**src/rtl/sbox_pkg.sv**
```systemverilog
package sbox_pkg;
  localparam int BYTE_W = 8;
  typedef logic [BYTE_W-1:0] byte_t;

  typedef struct packed {
    logic capture;
    logic inverse;
  } strobe_t;

  // Carry-less multiply with modular reduction; polyLow is the polynomial without its x^8 term
  function automatic byte_t gfMul(input byte_t a, input byte_t b, input byte_t polyLow);
    byte_t acc;
    byte_t sh;
    logic  carry;
    acc = '0;
    sh  = a;
    for (int i = 0; i < BYTE_W; i++) begin
      if (b[i]) acc = acc ^ sh;
      carry = sh[BYTE_W-1];
      sh    = sh << 1;
      if (carry) sh = sh ^ polyLow;
    end
    return acc;
  endfunction
endpackage

```
**src/rtl/sbox_gf_inv.sv**
```systemverilog
module sbox_gf_inv
  import sbox_pkg::*;
#(
  parameter byte_t POLY_LOW = 8'h1B
) (
  input  byte_t operand,
  output byte_t inverse
);
  localparam int STEPS = BYTE_W - 1;

  // sq[k] = operand^(2^k); power 254 = product of sq[1..7]; zero stays zero
  byte_t sq   [0:STEPS];
  byte_t prod [1:STEPS];

  assign sq[0] = operand;

  genvar k;
  generate
    for (k = 1; k <= STEPS; k++) begin : g_square
      assign sq[k] = gfMul(sq[k-1], sq[k-1], POLY_LOW);
    end
    assign prod[1] = sq[1];
    for (k = 2; k <= STEPS; k++) begin : g_product
      assign prod[k] = gfMul(prod[k-1], sq[k], POLY_LOW);
    end
  endgenerate

  assign inverse = prod[STEPS];
endmodule

```
**src/rtl/sbox_affine.sv**
```systemverilog
module sbox_affine
  import sbox_pkg::*;
#(
  parameter bit    INVERSE = 1'b0,
  parameter byte_t CONST   = 8'h63
) (
  input  byte_t din,
  output byte_t dout
);
  genvar i;
  generate
    if (INVERSE) begin : g_rev
      for (i = 0; i < BYTE_W; i++) begin : g_bit
        assign dout[i] = din[(i+2)%BYTE_W] ^ din[(i+5)%BYTE_W]
                       ^ din[(i+7)%BYTE_W] ^ CONST[i];
      end
    end else begin : g_fwd
      for (i = 0; i < BYTE_W; i++) begin : g_bit
        assign dout[i] = din[i] ^ din[(i+4)%BYTE_W] ^ din[(i+5)%BYTE_W]
                       ^ din[(i+6)%BYTE_W] ^ din[(i+7)%BYTE_W] ^ CONST[i];
      end
    end
  endgenerate
endmodule

```
**src/rtl/sbox_ctrl.sv**
```systemverilog
module sbox_ctrl
  import sbox_pkg::*;
(
  input  logic    clk,
  input  logic    rstN,
  input  logic    inValid,
  input  logic    decrypt,
  output strobe_t strobe,
  output logic    outValid
);
  always_comb begin
    strobe.capture = inValid;
    strobe.inverse = decrypt;
  end

  always_ff @(posedge clk or negedge rstN) begin
    if (!rstN) outValid <= 1'b0;
    else       outValid <= inValid;
  end
endmodule

```
**src/rtl/sbox_dpath.sv**
```systemverilog
module sbox_dpath
  import sbox_pkg::*;
#(
  parameter byte_t POLY_LOW  = 8'h1B,
  parameter byte_t FWD_CONST = 8'h63,
  parameter byte_t INV_CONST = 8'h05
) (
  input  logic    clk,
  input  logic    rstN,
  input  strobe_t strobe,
  input  byte_t   inByte,
  output byte_t   outByte
);
  byte_t unmapped;
  byte_t invIn;
  byte_t invOut;
  byte_t mapped;
  byte_t result;

  // Inverse direction: undo the affine map before the shared inverter
  sbox_affine #(.INVERSE(1'b1), .CONST(INV_CONST)) uInvAff (
    .din (inByte),
    .dout(unmapped)
  );

  assign invIn = strobe.inverse ? unmapped : inByte;

  sbox_gf_inv #(.POLY_LOW(POLY_LOW)) uInv (
    .operand(invIn),
    .inverse(invOut)
  );

  // Forward direction: affine map after the inverter
  sbox_affine #(.INVERSE(1'b0), .CONST(FWD_CONST)) uFwdAff (
    .din (invOut),
    .dout(mapped)
  );

  assign result = strobe.inverse ? invOut : mapped;

  always_ff @(posedge clk or negedge rstN) begin
    if (!rstN)               outByte <= '0;
    else if (strobe.capture) outByte <= result;
  end
endmodule

```
**src/rtl/sbox_top.sv**
```systemverilog
module sbox_top
  import sbox_pkg::*;
#(
  parameter byte_t POLY_LOW  = 8'h1B,
  parameter byte_t FWD_CONST = 8'h63,
  parameter byte_t INV_CONST = 8'h05
) (
  input  logic       clk,
  input  logic       rstN,
  input  logic       inValid,
  input  logic       decrypt,
  input  logic [7:0] inByte,
  output logic       outValid,
  output logic [7:0] outByte
);
  strobe_t strobe;

  sbox_ctrl uCtrl (
    .clk     (clk),
    .rstN    (rstN),
    .inValid (inValid),
    .decrypt (decrypt),
    .strobe  (strobe),
    .outValid(outValid)
  );

  sbox_dpath #(
    .POLY_LOW (POLY_LOW),
    .FWD_CONST(FWD_CONST),
    .INV_CONST(INV_CONST)
  ) uDpath (
    .clk    (clk),
    .rstN   (rstN),
    .strobe (strobe),
    .inByte (inByte),
    .outByte(outByte)
  );
endmodule

```
**config.mk**
```make
export PLATFORM = sky130hd
export DESIGN_NAME = sbox_top
export DESIGN_NICKNAME = d
export VERILOG_FILES = /design/src/rtl/sbox_pkg.sv /design/src/rtl/sbox_gf_inv.sv /design/src/rtl/sbox_affine.sv /design/src/rtl/sbox_ctrl.sv /design/src/rtl/sbox_dpath.sv /design/src/rtl/sbox_top.sv
export SDC_FILE = /design/constraint.sdc
export NUM_CORES = 1
export LEC_CHECK = 0
export ABC_AREA = 1
export BUFFER_PORTS_ARGS = -buffer_cell sky130_fd_sc_hd__buf_2
export CAP_MARGIN = 20
export CORE_ASPECT_RATIO = 1.5
export CORE_UTILIZATION = 65
export CTS_BUF_LIST = sky130_fd_sc_hd__clkbuf_4 sky130_fd_sc_hd__clkbuf_8
export DETAILED_ROUTE_END_ITERATION = 8
export PLACE_DENSITY = 0.82
export REMOVE_ABC_BUFFERS = 1
export SYNTH_ARGS = -nofsm -noshare
export SYNTH_HDL_FRONTEND = slang
export SYNTH_HIERARCHICAL = 1
export SYNTH_SLANG_ARGS = --single-unit
```
**constraint.sdc**
```tcl
create_clock -name clk -period 1.56 [get_ports clk]
set_input_delay 0.312 -clock clk [delete_from_list [all_inputs] [get_ports clk]]
set_output_delay 0.312 -clock clk [all_outputs]
set_load 0.01 [all_outputs]
```
==> impl_results.md, run 1 <==
- Sequential share of the synthesized area: 1.14%
- HPWL after DPL: approximately 58000 microns
- Die width: between 100 and 150 microns
- Area leader, netlist: nand2_1
- Synth cell types: 53
- Root Driver: clkbuf_8
- Largest family of logic cells by synthesized area: simple AND/OR/NAND/NOR gates
- Yosys top cell area share: roughly 35%
- Placer congestion estimate: between 1 and 1.5
- Die Height: between 200 and 250 microns
- Boundary Pins: 21
- Vias in the first global route: between 30k and 40k
- First Err: [ERROR GRT-0116] Global routing finished with congestion. Check the congestion regions in the DRC Viewer.
- Synthesized cell area: approximately 0.020 sq mm
- Status: stopped before the end
- Failed at: global routing (5_1_grt)
- Synth Area in Adders: less than 1%
- Main synth FF type: dfrtp_1
- Synth Area in Compound Gates: roughly 2.7%
- Yosys warning total: 6
- Num CTS Buffers: 3
- H-tree levels: 1
- Yosys reg bits: 9
- Largest net degree at the start of global routing: 24
- Synth Area per Inst: approximately 4.9 sq um
- EDFF count, synth: 0
- Clock sinks: 9
- Cell Rows: 77
- Post-Synth Simple-Gate Area: 68.0%
- Post-synthesis mux area share: 0%
- First-pass GRT wire length: 221000 microns
- Initial Util: 66.6%
- Syn Inst Count: just over 4k
- Xor and xnor area share after synthesis: roughly 14%
- Asr flop ratio synth: between 90% and 100%
- GRT Total Usage: between 80% and 90%
- Most frequent cell after synthesis: nand2_1
- Grt ovf: between 500 and 600
- Number of I/O port buffers: 20
- Max clock buf depth: 2
- Synth top area cells: nand2_1 35%, nand3_1 15%, xor2_1 7.7%, inv_1 7.5%, nand2_2 5.4%
- Most frequent cells after synthesis: 1819 x nand2_1, 606 x nand3_1, 394 x inv_1
routing by layer:
layer | GRT usage (%) | GRT overflow
met5 | 32.9 | 1
met4 | 94.0 | 179
met3 | 75.2 | 10
met2 | 104 | 380
met1 | 83.4 | 11
repair_timing:
item                                    in CTS
pin swaps                                  214
endpoints found under the hold margin        9
gates resized for setup                    465
endpoints found under the setup margin       8
buffers inserted                            91
cloned                                       4
hold buffers                                 1
per-stage QoR:
stage                     hold slack (ns)  area, sq um  setup WS, ns  setup TNS [ns]  cells
after global placement              0.168        24900        -10.68          -85.06   5030
after CTS                           0.306        27500         -9.98          -79.61   5130
after floorplan                    0.0164        18900        -11.89          -94.33   3927
after detailed placement            0.167        24900        -11.08          -88.31   5030
cells by family after synthesis:
kind of cell | Yosys count
xor gates and xnor gates | 284
DFF | 9
and+or+nand+nor | 3044
AOI/OAI and AO/OA | 90
buffers and inverters | 587
adders and majority gates | 7
==> run 2, diff against run 1 <==
--- a/config.mk
+++ b/config.mk
@@ -8,11 +8,9 @@
 export ABC_AREA = 1
 export BUFFER_PORTS_ARGS = -buffer_cell sky130_fd_sc_hd__buf_2
 export CAP_MARGIN = 20
-export CORE_ASPECT_RATIO = 1.5
-export CORE_UTILIZATION = 65
-export CTS_BUF_LIST = sky130_fd_sc_hd__clkbuf_4 sky130_fd_sc_hd__clkbuf_8
+export CORE_UTILIZATION = 40
 export DETAILED_ROUTE_END_ITERATION = 8
-export PLACE_DENSITY = 0.82
+export PLACE_DENSITY_LB_ADDON = 0.15
 export REMOVE_ABC_BUFFERS = 1
 export SYNTH_ARGS = -nofsm -noshare
 export SYNTH_HDL_FRONTEND = slang
==> run 2 against run 1 <==
  * The flow now finishes, with violations (setup timing)
  * Synthesized area is the same
  * Synthesized cell count unchanged
==> impl_results.md, run 2 <==
- DR iter-0 viols: 2094
- H-tree levels: 1
- Met1 WL: approximately 33000 microns
- Largest register FFs: 8
- Synthesis-to-finish area growth: 60.8%
- Biggest regs: uDpath/outByte x8, uCtrl/outValid x1
- Fin crit period: approximately 12 ns
- Yosys warning total: 6
- Type of the most critical hold path: input pin to register
- Tcrit/Tclk final: 750%
- Most frequent cells in the layout: 1394 x nand2_1, 763 x buf_4, 478 x nand2_2
- CP most frequent cell: nand2_2
- Drc violations: 0
- Worst slew margin: about three quarters
- Fillers: between 4k and 5k
- Total iterations of the first detailed-routing run: 5
- Top reg by flops: uDpath/outByte
- Clock sinks: 9
- Max stage delay on crit path: about 0.3 ns
- Worst-Margin Slew: 0.365 ns
- Largest net degree at the start of global routing: 21
- Boundary Pins: 21
- Layout Utilization: between 60% and 70%
- Ratio of cells with drive above 1 in the final layout: a little over two fifths
- Main synth FF type: dfrtp_1
- Total Wirelength: between 70000 and 80000 microns
- Vias in the first global route: about 25k
- Num CTS Buffers: 3
- CP arrival: ~12 ns
- Die width: roughly 220 microns
- Synth cell types: 53
- Yosys reg bits: 9
- EDFF count, synth: 0
- Max_cap viols: 0
- Kind of critical path: input pin to register
- Grt ovf: 0
- Final WS setup: -10.14 ns
- Clk_skew: 0 ns
- Met2 routed wirelength: 37300 microns
- Highest metal layer with signal wires: met4
- Data required time at the worst endpoint: between 1.5 and 2 ns
- Final setup viols: 8
- Placer congestion estimate: roughly 0.94
- HPWL after DPL: about 55000 microns
- Yosys top cell area share: approximately a third
- Clock Latency Late Sink: roughly 0.23 ns
- Sequential share of the synthesized area: under 10%
- Die ar.: 0.0503 sq mm
- Max Transition Viols Final: 0
- Antenna Nets Post-Route: 0
- Crit-path slowest cell: ha_4
- CP Launch Type: input pin
- CTS tree: done
- Synth top area cells: nand2_1 35%, nand3_1 15%, xor2_1 7.7%, inv_1 7.5%, nand2_2 5.4%
- Vias per cell: between 5 and 6
- Ant diodes: 0
- Most frequent cell after synthesis: nand2_1
- Drt wl/cell: ~14 microns
- Area leader, netlist: nand2_1
- Clk slew on worst S/H paths: ~0.040 ns
- Number of I/O port buffers: 20
- Initial antenna violation count: 0
- Synthesized cell area: 0.0198 sq mm
- Status: finished, violations left
- Met3 WL: 3800 microns
- Core area: between 0.04 and 0.05 sq mm
- Die Height: about 220 microns
- Failing checks: setup timing
- Critical Path Fanout Max: 6
- First-pass GRT wire length: 120000 microns
- GRT Total Usage: 28.2%
- Asr flop ratio synth: 100%
- Root Driver: clkbuf_16
- Syn Inst Count: 4021
- RSZ-0062 raised after global routing: true
- Most frequent cells after synthesis: 1819 x nand2_1, 606 x nand3_1, 394 x inv_1
- Final nets: roughly 4.9k
- Synth Area per Inst: 4.92 sq um
- Cell Rows: approximately 80
- Fin. Hold Viols: 0
- Via count: about 28k
- Achievable Freq: roughly 85 MHz
- Initial Util: 40.5%
- Crit. End Element: register
- Max clock buf depth: 2
- Most common cell after layout, fill and taps aside: nand2_1
[run 2: cell counts after synthesis]
No cell type changed its count.
[run 2: path summary, 6_finish.rpt]
check | from | to | slack, ns | cells after the start
max | inByte[4] | uDpath/outByte[7]$_DFFE_PN0P_ | -10.14 | 109
min | inValid | uCtrl/outValid$_DFF_PN0_ | 0.31 | 1
max reg2reg | uDpath/outByte[3]$_DFFE_PN0P_ | uDpath/outByte[3]$_DFFE_PN0P_ | 0.95 | 2
min reg2reg | uDpath/outByte[6]$_DFFE_PN0P_ | uDpath/outByte[6]$_DFFE_PN0P_ | 0.49 | 2
max in group asynchronous | rstN | uDpath/outByte[2]$_DFFE_PN0P_ | 0.91 | 2
min in group asynchronous | rstN | uDpath/outByte[0]$_DFFE_PN0P_ | 0.48 | 2
[run 2: kinds of logic (layout without fill, tap and decap cells)]
kind of cell | after synthesis | in the layout | synth area share [%]
flip-flops | 9 | 9 | 1.14
adder cells (fa/ha/maj) | 7 | 7 | 0.443
AO/OA/AOI/OAI | 90 | 90 | 2.66
AND/OR/NAND/NOR | 3044 | 3048 | 68.0
buffers and inverters | 587 | 1409 | 13.7
XOR/XNOR | 284 | 285 | 14.1
[run 2: repair_timing]
action	4_1_cts	5_1_grt
pin swaps	302	257
buffers inserted	145	52
gates cloned	10	0
hold endpoints to repair	9	0
endpoints found under the setup margin	8	8
hold buffers	1	0
resized for setup	734	442
[run 2: metrics by stage]
stage                     hold slack [ns]  instances  setup WS [ns]  instance area, sq um  setup TNS [ns]
after global routing                0.315       5512         -11.15                 31800          -88.63
after detailed placement            0.174       5301         -10.92                 25300          -86.87
final                               0.314       5512         -10.14                 31800          -80.79
after global placement              0.173       5301         -10.86                 25300          -86.28
after CTS                           0.306       5460          -9.70                 29600          -77.43
after floorplan                    0.0164       3927         -11.89                 18900          -94.33
[run 2: critical path, delay by kind of cell]
| kind | cells | cell delay [ns] |
|---|---|---|
| and+or+nand+nor | 62 | 5.20 |
| AOI/OAI and AO/OA | 2 | 0.22 |
| buffers and inverters | 32 | 3.37 |
| adders and majority gates | 2 | 0.51 |
| xor gates and xnor gates | 11 | 2.22 |
[run 2: metal layers]
layer,vias to the layer above,track usage (%)
li1,14100,-
met1,12700,36.6
met2,798,50.0
met3,136,2.10
met4,0,7.26
met5,-,0
[run 2: final cells by class]
type	count	area (sq um)	area share [%]
well taps	664	831	2.61
repair buffers	911	7620	24.0
multi-input cells	3430	21100	66.3
clock buffers	4	78.8	0.248
flip-flops and latches	9	225	0.708
inverters	493	1960	6.16
repair inverters	1	7.51	0.0236
Power of run 2 is left out: the tool's default activity adds up to more than one toggle a clock period on the data nets, which glitch-free logic cannot reach.
